--- config.mk ---
export PLATFORM = sky130hd
export DESIGN_NAME = cd_rx_gate
export DESIGN_NICKNAME = d
export VERILOG_FILES = /design/src/rtl/cdg_pkg.sv /design/src/rtl/cdg_sync.sv /design/src/rtl/cdg_rx_gate.sv /design/src/rtl/cdg_tx_ctl.sv /design/src/rtl/cd_rx_gate.sv
export SDC_FILE = /design/constraint.sdc
export NUM_CORES = 1
export LEC_CHECK = 0
export BUFFER_PORTS_ARGS = -buffer_cell sky130_fd_sc_hd__clkbuf_2
export CORE_MARGIN = 10
export CORE_UTILIZATION = 52
export DETAILED_ROUTE_END_ITERATION = 6
export PLACE_DENSITY = 0.77
export SLEW_MARGIN = 15
export SYNTH_ARGS = -nofsm -noshare
export SYNTH_HDL_FRONTEND = slang
export SYNTH_HIERARCHICAL = 1
export SYNTH_SLANG_ARGS = --single-unit
--- constraint.sdc ---
create_clock -name clk -period 1.9 [get_ports clk]
set_input_delay 0 -clock clk [delete_from_list [all_inputs] [get_ports clk]]
set_output_delay 0 -clock clk [all_outputs]
set_load 0.03 [all_outputs]
--- src/rtl/cdg_pkg.sv ---
package cdg_pkg;
  typedef enum logic [1:0] {TX_IDLE, TX_WAIT, TX_SEND} tx_state_t;

  function automatic logic edge_rise(input logic cur, input logic prev);
    return cur & ~prev;
  endfunction

  function automatic logic edge_fall(input logic cur, input logic prev);
    return ~cur & prev;
  endfunction
endpackage

--- src/rtl/cdg_sync.sv ---
module cdg_sync #(
  parameter int WIDTH  = 1,
  parameter int STAGES = 2
) (
  input  logic             clk,
  input  logic             rst_n,
  input  logic [WIDTH-1:0] d,
  output logic [WIDTH-1:0] q
);
  logic [WIDTH-1:0] stage [STAGES];

  for (genvar s = 0; s < STAGES; s++) begin : g_stage
    always_ff @(posedge clk or negedge rst_n) begin
      if (!rst_n) stage[s] <= '0;
      else if (s == 0) stage[s] <= d;
      else stage[s] <= stage[(s == 0) ? 0 : s-1];
    end
  end

  assign q = stage[STAGES-1];
endmodule

--- src/rtl/cdg_rx_gate.sv ---
module cdg_rx_gate
  import cdg_pkg::*;
(
  input  logic clk,
  input  logic rst_n,
  input  logic rxc_s,
  input  logic rxd_s,
  input  logic cd_s,
  input  logic cfg_immediate,
  input  logic cfg_ignore,
  input  logic frame_end,
  output logic rx_valid,
  output logic rx_bit,
  output logic frame_done,
  output logic frame_cd_lost,
  output logic cd_viol
);
  logic rxc_prev, cd_prev, cd_q, lost_q, active_q;
  logic rx_rise, cd_ok, gate_open, accept, lost_now;

  assign rx_rise   = edge_rise(rxc_s, rxc_prev);
  assign cd_ok     = cfg_ignore ? 1'b1 : (cfg_immediate ? cd_s : cd_q);
  assign gate_open = cd_ok & ~lost_q;
  assign accept    = rx_rise & gate_open;
  assign lost_now  = ~cfg_ignore & active_q & ~cd_s & (cfg_immediate | rx_rise);

  always_ff @(posedge clk or negedge rst_n) begin
    if (!rst_n) begin
      rxc_prev <= 1'b0; cd_prev <= 1'b0; cd_q <= 1'b0;
      lost_q <= 1'b0; active_q <= 1'b0;
      rx_valid <= 1'b0; rx_bit <= 1'b0;
      frame_done <= 1'b0; frame_cd_lost <= 1'b0; cd_viol <= 1'b0;
    end else begin
      rxc_prev <= rxc_s;
      cd_prev  <= cd_s;
      if (rx_rise) cd_q <= cd_s;
      rx_valid <= accept;
      if (accept) rx_bit <= rxd_s;
      frame_done    <= frame_end;
      frame_cd_lost <= frame_end & lost_q;
      cd_viol       <= cfg_immediate & (cd_s ^ cd_prev) & rxc_s;
      if (frame_end) begin
        active_q <= 1'b0;
        lost_q   <= 1'b0;
      end else begin
        if (accept)   active_q <= 1'b1;
        if (lost_now) lost_q   <= 1'b1;
      end
    end
  end

  p_valid_on_edge_r1: assert property (@(posedge clk) disable iff (!rst_n)
    rx_valid |-> $past(rx_rise));
  p_lost_blocks_r3: assert property (@(posedge clk) disable iff (!rst_n)
    (lost_q && !frame_end) |=> !rx_valid);
  p_frame_clear_r4: assert property (@(posedge clk) disable iff (!rst_n)
    frame_end |=> (!lost_q && !active_q && frame_done));
  p_viol_mode_r8: assert property (@(posedge clk) disable iff (!rst_n)
    cd_viol |-> $past(cfg_immediate));
endmodule

--- src/rtl/cdg_tx_ctl.sv ---
module cdg_tx_ctl
  import cdg_pkg::*;
(
  input  logic clk,
  input  logic rst_n,
  input  logic txc_s,
  input  logic cts_s,
  input  logic tx_req,
  output logic rts,
  output logic tx_shift,
  output logic cts_lost
);
  tx_state_t state;
  logic txc_prev, tx_fall;

  assign tx_fall = edge_fall(txc_s, txc_prev);

  always_ff @(posedge clk or negedge rst_n) begin
    if (!rst_n) begin
      state <= TX_IDLE; txc_prev <= 1'b0; rts <= 1'b0;
      tx_shift <= 1'b0; cts_lost <= 1'b0;
    end else begin
      txc_prev <= txc_s;
      tx_shift <= 1'b0;
      cts_lost <= 1'b0;
      if (tx_fall) begin
        unique case (state)
          TX_IDLE: if (tx_req) begin state <= TX_WAIT; rts <= 1'b1; end
          TX_WAIT: begin
            if (!tx_req) begin state <= TX_IDLE; rts <= 1'b0; end
            else if (cts_s) begin state <= TX_SEND; tx_shift <= 1'b1; end
          end
          TX_SEND: begin
            if (!cts_s) begin state <= TX_IDLE; rts <= 1'b0; cts_lost <= 1'b1; end
            else if (!tx_req) begin state <= TX_IDLE; rts <= 1'b0; end
            else tx_shift <= 1'b1;
          end
          default: begin state <= TX_IDLE; rts <= 1'b0; end
        endcase
      end
    end
  end

  p_shift_needs_rts_r9: assert property (@(posedge clk) disable iff (!rst_n)
    tx_shift |-> rts);
  p_cts_drop_r10: assert property (@(posedge clk) disable iff (!rst_n)
    cts_lost |-> (!rts && !tx_shift && $past(state == TX_SEND)));
  p_rts_rise_r9: assert property (@(posedge clk) disable iff (!rst_n)
    $rose(rts) |-> $past(tx_req));
endmodule

--- src/rtl/cd_rx_gate.sv ---
module cd_rx_gate #(
  parameter int SYNC_STAGES = 2
) (
  input  logic clk,
  input  logic rst_n,
  input  logic rx_clk,
  input  logic rx_data,
  input  logic carrier,
  input  logic cts,
  input  logic tx_clk,
  input  logic tx_req,
  input  logic cfg_immediate,
  input  logic cfg_ignore,
  input  logic frame_end,
  output logic rx_valid,
  output logic rx_bit,
  output logic frame_done,
  output logic frame_cd_lost,
  output logic cd_viol,
  output logic rts,
  output logic tx_shift,
  output logic cts_lost
);
  localparam int NPINS = 5;
  logic [NPINS-1:0] raw_pins, sync_pins;

  assign raw_pins = {tx_clk, cts, carrier, rx_data, rx_clk};

  cdg_sync #(.WIDTH(NPINS), .STAGES(SYNC_STAGES)) u_sync (
    .clk(clk), .rst_n(rst_n), .d(raw_pins), .q(sync_pins)
  );

  cdg_rx_gate u_rx (
    .clk(clk), .rst_n(rst_n),
    .rxc_s(sync_pins[0]), .rxd_s(sync_pins[1]), .cd_s(sync_pins[2]),
    .cfg_immediate(cfg_immediate), .cfg_ignore(cfg_ignore), .frame_end(frame_end),
    .rx_valid(rx_valid), .rx_bit(rx_bit), .frame_done(frame_done),
    .frame_cd_lost(frame_cd_lost), .cd_viol(cd_viol)
  );

  cdg_tx_ctl u_tx (
    .clk(clk), .rst_n(rst_n),
    .txc_s(sync_pins[4]), .cts_s(sync_pins[3]), .tx_req(tx_req),
    .rts(rts), .tx_shift(tx_shift), .cts_lost(cts_lost)
  );

  p_ignore_clean_r7: assert property (@(posedge clk) disable iff (!rst_n)
    (cfg_ignore && $past(cfg_ignore) && $past(cfg_ignore, 2)) |-> !frame_cd_lost);
endmodule

Word level (Yosys, flattened, before mapping)
Index checks and enable logic that the tools add are counted.
Widths: inputs -> output; s select.
{"block": "word_totals", "register_bits": 26, "out_inout_bits": 8}
{"block": "op_classes", "n_eq_ne": 5, "n_reduce_logical": 5, "bitwise": 17, "muxes": 25}
{"operator": "$mux 1", "count": 17}
{"operator": "$and 1x1->1", "count": 10}
{"operator": "$mux 2", "count": 5}
{"operator": "$ne 3x3->1 const B", "count": 2}
{"operator": "$pmux 2 s3", "count": 1}
{"operator": "$not 1->1", "count": 5}
{"operator": "$reduce_and 4->1", "count": 1}
{"operator": "$reduce_bool 2->1", "count": 2}
{"operator": "$pmux 1 s3", "count": 1}
{"operator": "$eq 2x1->1 const B", "count": 1}
{"operator": "$eq 2x2->1 const B", "count": 1}
{"operator": "$logic_not 2->1", "count": 1}
{"operator": "$ne 2x2->1 const B", "count": 1}
{"operator": "$pmux 1 s2", "count": 1}
{"operator": "$reduce_and 2->1", "count": 1}
{"operator": "$or 1x1->1", "count": 1}
{"operator": "$xor 1x1->1", "count": 1}

Logic depth before layout (Yosys ltp)
Gate-level depths: netlist (run 1).
{"block": "logic_depth", "word_depth": 6, "ltp_mapped": 5}

Cells and area by module
Netlist (run 1), hierarchy kept.
{"module": "cdg_rx_gate", "area_each_um2": 374.1, "n_inst": 1, "cells_per_inst": 25, "seq_area_each_um2": 250.2}
{"module": "cdg_tx_ctl", "area_each_um2": 341.6, "n_inst": 1, "cells_per_inst": 28, "seq_area_each_um2": 150.1}
{"module": "cdg_sync", "area_each_um2": 287.8, "n_inst": 1, "cells_per_inst": 15, "seq_area_each_um2": 250.2}

Worst setup path before layout (run 1)
OpenSTA, ideal clock, no wires.
{"block": "synth_path", "path_kind": "register to register", "startpoint": "reg u_sync.stage (netlist bit u_sync/q[2])", "endpoint": "reg u_rx.rx_bit", "setup_time_ns": 0.125, "slack_ns": 0.557, "t_arrival_ns": 1.218, "required_ns": 1.775, "synth_period_minus_slack_ns": 1.343, "stages_incl_launch_ff": 5, "path_cell_list": "dfrtp_1 -> buf_4 -> mux2_4 -> o211ai_4 -> mux2_4"}
{"block": "synth_via", "elab_chain_len": 4}
{"element": "start, declared", "line_no": "cdg_sync.sv:10", "source": "logic [WIDTH-1:0] stage [STAGES];"}
{"element": "start signal, assigned by index", "line_no": "cdg_sync.sv:16", "source": "else stage[s] <= stage[(s == 0) ? 0 : s-1];"}
{"element": "$mux 1 (2 in series)", "line_no": "cdg_rx_gate.sv:22", "source": "assign cd_ok = cfg_ignore ? 1'b1 : (cfg_immediate ? cd_s : cd_q);"}
{"element": "$and 1x1->1", "line_no": "cdg_rx_gate.sv:23", "source": "assign gate_open = cd_ok & ~lost_q;"}
{"element": "$and 1x1->1", "line_no": "cdg_rx_gate.sv:24", "source": "assign accept = rx_rise & gate_open;"}
{"element": "end signal, assigned", "line_no": "cdg_rx_gate.sv:38", "source": "if (accept) rx_bit <= rxd_s;"}
{"element": "end, declared", "line_no": "cdg_rx_gate.sv:13", "source": "output logic rx_bit,"}
No other way between the ends.
A chain may end at the register's enable or synchronous reset.

Final worst setup path (run 1)
{"block": "layout_path", "startpoint": "reg u_tx.state[0]", "endpoint": "reg u_tx.state[0]"}
{"block": "layout_via", "elab_chain_len": 3}
{"element": "start, declared", "line_no": "cdg_tx_ctl.sv:13", "source": "tx_state_t state;"}
{"element": "start signal, assigned", "line_no": "cdg_tx_ctl.sv:20", "source": "state <= TX_IDLE; txc_prev <= 1'b0; rts <= 1'b0;"}
{"element": "start signal, assigned", "line_no": "cdg_tx_ctl.sv:28", "source": "TX_IDLE: if (tx_req) begin state <= TX_WAIT; rts <= 1'b1; end"}
{"element": "start signal, assigned", "line_no": "cdg_tx_ctl.sv:30", "source": "if (!tx_req) begin state <= TX_IDLE; rts <= 1'b0; end"}
{"element": "$eq 2x2->1, or another cell as far along", "line_no": "cdg_tx_ctl.sv:27", "source": "unique case (state)"}
{"element": "$ne 3x3->1 (no line) or $ne 2x2->1 (tied branches)"}
{"element": "$reduce_and 4->1 (no line)"}
Several ways; a longest one is shown, not always the timed one.

==> impl_metrics.py, run 1 <==
metrics = {
    "outcome": {
        "status": "finished clean",
    },
    "finish": {
        "fin_util": 0.681,
        "fillers": 123,
        "nNetsFinal": 110,
        "drive_gt1_frac": 0.340,
        "fin_area_sq_mm": 0.00121,
        "final-instance-count-excl-fill": 119,
        "syn_to_final_growth_pct": 20.9,
        "n_antenna_cell": 0,
    },
    "global_route": {
        "grt_use_total": 0.0806,
        "grt_overflow": 0,
        "grt_pass1_wl_microns": 2640,
        "grt_pass1_vias": 579,
        "grt_max_degree": 27,
        "antenna_found_initial": 0,
    },
    "route": {
        "drt-wirelength-per-cell_microns": 12.4,
        "drt_iter0_drc": 6,
        "viasPerCell": 4.76,
        "drt_wl_total_microns": 1470,
        "vias": 566,
        "drtPass1Iterations": 4,
        "drt.antenna.violating_nets": 0,
        "drc": 0,
    },
    "timing": {
        "timing.hold.ws_ns": 0.0144,
        "relSlewSlack": 0.594,
        "clock.fmax_ghz": 0.719,
        "hold_viol": 0,
        "tns_ns": 0,
        "tightest_slew_ns": 0.609,
        "post-route-period-util": 0.732,
        "setup_viol": 0,
        "rsz0062_at_grt": "false",
        "period_needed_ns": 1.39,
        "slew_viol_final": 0,
        "skew_ns": 0.00152,
    },
    "clocking": {
        "cts_setup_buffers": 0,
        "h-tree-depth": 1,
        "clockBufferDepth": 2,
        "numCtsBuffers": 3,
        "cts_tree": "done",
        "cts.clk_slew.worst_paths_ns": 0.13,
        "root_buffer": "clkbuf_4",
        "insertion_delay_ns": 0.31,
        "cts_sinks": 26,
    },
    "yosys": {
        "synth_nets": 83,
        "ys_seq_area_frac": 0.648,
        "synth.distinct_cells": 27,
        "synth_area_sq_mm": 0.00100,
        "ys_warn_count": 6,
        "syn_inst": 68,
        "syn_avg_cell_area_sq_um": 14.8,
        "ys_seq_elements": 26,
    },
    "run": {
        "max-cap-violations": 0,
    },
    "setup_path": {
        "cp.required_ns": 2.10,
        "crit_start": "u_tx/state[0]",
        "start_kind": "register",
        "cp_max_fo": 4,
        "worstSetupEndpointType": "register",
        "path_class": "reg2reg",
        "reg2reg_from": "u_tx/state[0]",
        "cp.arrival_ns": 1.60,
    },
    "place": {
        "io_buffers": 18,
        "post_dp_cell_area_sq_mm": 0.00109,
        "gp_congestion": 0.783,
        "dpl.cell_count": 106,
        "dpl.hpwl_microns": 1070,
    },
    "floorplanning": {
        "io_pins": 19,
        "dieArea_sq_mm": 0.00409,
        "rows": 15,
        "initial_core_util": 0.563,
        "die_h_microns": 63.9,
        "coreArea_sq_mm": 0.00178,
        "die_x_microns": 63.9,
    },
    "power_and_ir_drop": {
        "peakVddDrop_v": 0.000601,
        "leakagePower_nw": 0.607,
        "power.density_mw_per_mm2": 996,
    },
    "min_path": {
        "hold_start": "tx_req",
        "min_path_type": "in2reg",
    },
}
==> per-layer routing <==
metal,vias up,wire length [microns],part of all wire,track usage
met3,2,107,0.073,0.0331
met1,268,689,0.47,0.0932
met2,15,657,0.45,0.122
met4,0,19,0.013,0.0492
li1,281,-,-,-
met5,-,0,0,0
==> where the power goes <==
part / switching, mW / internal [mW]
sequential: 0.0408 / 0.614
combinational: 0.156 / 0.132
clock: 0.149 / 0.117
==> synth_stat cells, drive strengths merged <==
cell type	count	area share
and3	1	0.0062
a21bo	1	0.010
and4b	1	0.010
and2b	3	0.025
and2	1	0.0062
a41oi	2	0.017
buf	5	0.037
mux2	4	0.052
inv	5	0.019
nand2b	1	0.0087
and4bb	1	0.012
o2111ai	1	0.0087
nand3	1	0.0050
dfrtp	26	0.65
a21oi	3	0.015
o21ai	1	0.0050
and3b	1	0.0087
o211ai	2	0.029
and4	1	0.010
nor2	1	0.0037
xor2	1	0.0087
nand2	1	0.0037
ha	4	0.050
==> timing repair <==
item / 4_1_cts / 5_1_grt
hold buffers: 9 / 0
gates resized for setup: 0 / 0
hold endpoints to repair: 37 / 0
==> critical path, cell delays in order (launching register included) <==
cell	delay (ns)
dfrtp_1	0.43
inv_1	0.09
ha_1	0.17
nand3_1	0.13
o2111ai_1	0.13
mux2_1	0.35
==> final timing paths <==
| kind | to | slack [ns] | cells after the start |
|---|---|---|---|
| max in group asynchronous | u_sync/stage[9] | 1.29 | 2 |
| hold / removal | u_tx/tx_shift | 0.01 | 2 |
| hold reg to reg | u_sync/q[1] | 0.36 | 0 |
| min in group asynchronous | u_rx/cd_viol | 0.22 | 2 |
| setup / recovery | u_tx/state[0] | 0.51 | 5 |
| setup reg to reg | u_tx/state[0] | 0.51 | 5 |
==> final cells by class <==
cell class / instances / area, sq um / share of cell area
Clock buffer: 4 / 36.3 / 0.0299
Inverter: 5 / 18.8 / 0.0155
Multi-Input combinational cell: 32 / 297 / 0.244
Timing Repair Buffer: 27 / 180 / 0.148
Sequential cell: 26 / 651 / 0.536
Tap cell: 25 / 31.3 / 0.0258
==> cells in the final DEF (no fill, tap or decap), types with 2 or more instances in the layout <==
cell type	synthesis	routed
mux2_4	2	2
ha_1	4	4
dlygate4sd3_1	0	9
inv_1	5	5
a21oi_1	3	3
dfrtp_1	26	26
and2b_2	2	2
clkbuf_2	0	18
clkbuf_4	0	3
a41oi_1	2	2
==> logic make-up after synthesis <==
group,count (synthesis),synth area share
AO/OA/AOI/OAI,10,0.0848
buffers and inverters,10,0.0561
multiplexers,4,0.0524
flip-flops,26,0.648
adder cells (fa/ha/maj),4,0.0499
AND/OR/NAND/NOR,13,0.0998
XOR/XNOR,1,0.00873
==> per-stage QoR <==
step           worst slack (ns)  power, mW
2_1_floorplan             0.557      0.860
3_3_place_gp              0.561      0.931
3_5_place_dp              0.518      0.943
4_1_cts                   0.503       1.23
5_1_grt                   0.399       1.30
6_report                  0.509       1.21
(Power assumes the default switching activity.)
==> run 2: changes to the inputs <==
==> constraint.sdc (replaced) <==
create_clock -name clk -period 1.3 [get_ports clk]
set_input_delay 0 -clock clk [delete_from_list [all_inputs] [get_ports clk]]
set_output_delay 0 -clock clk [all_outputs]
set_load 0.03 [all_outputs]
==> run 2 against run 1 <==
Compared with the run above: routed wire length is 19% higher; global-route usage is 1.5 points higher; the run now ends with negative setup slack left; cell count is 3.4% higher; sequential share of layout area is 3.1 points lower; first-iteration DRC count is 67% higher; combinational power is 120% higher; highest routed layer unchanged; maximum frequency is 2.3% higher.
==> impl_metrics.py, run 2 (same netlist as run 1, synthesis figures left out) <==
metrics = {
    "timing": {
        "skew_ns": 0.00134,
        "slew_viol_final": 0,
        "post-route-period-util": 1.05,
        "timing.hold.ws_ns": 0.0357,
        "tns_ns": -0.0637,
        "setup_viol": 2,
        "tightest_slew_ns": 0.602,
        "hold_viol": 0,
        "period_needed_ns": 1.36,
        "relSlewSlack": 0.599,
        "layout_setup_ws_ns": -0.0597,
        "rsz0062_at_grt": "true",
        "clock.fmax_ghz": 0.735,
    },
    "clocking": {
        "clockBufferDepth": 2,
        "numCtsBuffers": 3,
        "cts_sinks": 26,
        "cts_tree": "done",
        "cts.clk_slew.worst_paths_ns": 0.12,
        "insertion_delay_ns": 0.31,
        "root_buffer": "clkbuf_4",
        "h-tree-depth": 1,
    },
    "global_route": {
        "grt_pass1_vias": 691,
        "grt_use_total": 0.0955,
        "grt_pass1_wl_microns": 3130,
        "grt_max_degree": 27,
        "grt_overflow": 0,
        "antenna_found_initial": 0,
    },
    "place": {
        "dp_slack_ns": -0.0983,
        "post_dp_cell_area_sq_mm": 0.00112,
        "io_buffers": 18,
        "dpl.cell_count": 110,
        "gp_congestion": 0.825,
        "dpl.hpwl_microns": 1190,
    },
    "setup_path": {
        "slowest_delay_ns": 0.44,
        "cp.required_ns": 1.51,
        "worst_path_dominant_cell_family": "flip-flops",
        "worstSetupEndpointType": "register",
        "cp_max_fo": 4,
        "regToRegSetupSlack_ns": -0.06,
        "start_kind": "register",
        "cp.buffers_inverters": 1,
        "cp_slowest_cell": "dfrtp_1",
        "path_cells": "inv_2 -> ha_4 -> nand2_2 -> o2111ai_2 -> mux2_4",
        "path_class": "reg2reg",
        "cp.arrival_ns": 1.57,
    },
    "floorplanning": {
        "die_h_microns": 63.9,
        "io_pins": 19,
        "coreArea_sq_mm": 0.00178,
        "die_x_microns": 63.9,
        "dieArea_sq_mm": 0.00409,
        "rows": 15,
        "initial_core_util": 0.563,
    },
    "power_and_ir_drop": {
        "leakagePower_nw": 0.632,
        "peakVddDrop_v": 0.00104,
        "power.density_mw_per_mm2": 1490,
    },
    "finish": {
        "fillers": 111,
        "syn_to_final_growth_pct": 28.4,
        "drive_gt1_frac": 0.480,
        "layout_common_cells": "dfrtp_1 (26), clkbuf_2 (18), dlygate4sd3_1 (8)",
        "multiInputGateArea_sq_um": 347,
        "n_antenna_cell": 0,
        "final_common_cell": "dfrtp_1",
        "final-instance-count-excl-fill": 123,
        "fin_area_sq_mm": 0.00129,
        "final-seq-area_sq_um": 651,
        "nNetsFinal": 115,
    },
    "min_path": {
        "min_path_type": "in2reg",
    },
    "outcome": {
        "status": "complete, but fails checks",
        "violations": "negative setup slack",
    },
    "route": {
        "drt_iter0_drc": 10,
        "drtPass1Iterations": 4,
        "vias": 622,
        "top_layer_used": "met4",
        "drt.antenna.violating_nets": 0,
        "drt-wirelength-per-cell_microns": 14.3,
        "viasPerCell": 5.06,
        "met1_length_microns": 776,
        "met2_length_microns": 811,
        "drc": 0,
        "wl_met3_microns": 125,
        "drt_wl_total_microns": 1750,
    },
    "run": {
        "max-cap-violations": 0,
    },
}
-- run 2: changes by cell type in the layout (fill, tap and decap cells not counted), moves of 2 or more --
cell | previous run | this run
buf_4 | 0 | 5
ha_1 | 4 | 0
ha_2 | 0 | 3
inv_1 | 5 | 3
inv_2 | 0 | 2
-- run 2: tightest hold or removal path: stages --
cell and delay, ns:
clkbuf_2 0.12, nor2_1 0.05, o211ai_1 0.08, a21oi_1 0.07
-- run 2: repair_timing --
action | in CTS | in global routing
resized for setup | 11 | 4
hold buffers | 8 | 0
endpoints found under the setup margin | 1 | 4
pin swaps | 2 | 2
hold endpoints to repair | 36 | 0
gates cloned | 0 | 0
setup buffers | 1 | 1
-- run 2: area by class of cell --
type	instances	share of cell area
sequential	26	0.505
multi-input combinational	32	0.269
inverter	5	0.0146
timing repair buffer	32	0.170
tap	25	0.0243
clock buffer	3	0.0175
-- run 2: metal layers --
metal | track usage | vias to the layer above
li1 | - | 290
met4 | 0.0574 | 0
met3 | 0.0366 | 5
met2 | 0.149 | 20
met5 | 0 | -
met1 | 0.108 | 307
-- run 2: stage by stage --
| step | power (mW) | utilization |
|---|---|---|
| detailed placement | 1.42 | 0.627 |
| global route | 2.05 | 0.723 |
| CTS | 1.89 | 0.713 |
| global placement | 1.40 | 0.627 |
| finish | 1.92 | 0.723 |
| floorplan | 1.26 | - |
-- run 2: worst paths after layout --
check                                     start         endpoint  cells past startpoint
max in group asynchronous                 rst_n  u_sync/stage[8]                      2
worst min-delay path                 cfg_ignore      u_rx/lost_q                      4
min in group asynchronous                 rst_n     u_rx/cd_viol                      2
worst min register to register  u_sync/stage[8]      u_sync/q[3]                      0
worst max register to register    u_tx/state[1]    u_tx/state[0]                      5
worst max-delay path              u_tx/state[1]    u_tx/state[0]                      5
-- run 2: power breakdown --
group / internal (mW) / switching [mW]
clock network: 0.108 / 0.215
logic: 0.320 / 0.321
registers: 0.897 / 0.0599
total: 1.33 / 0.596
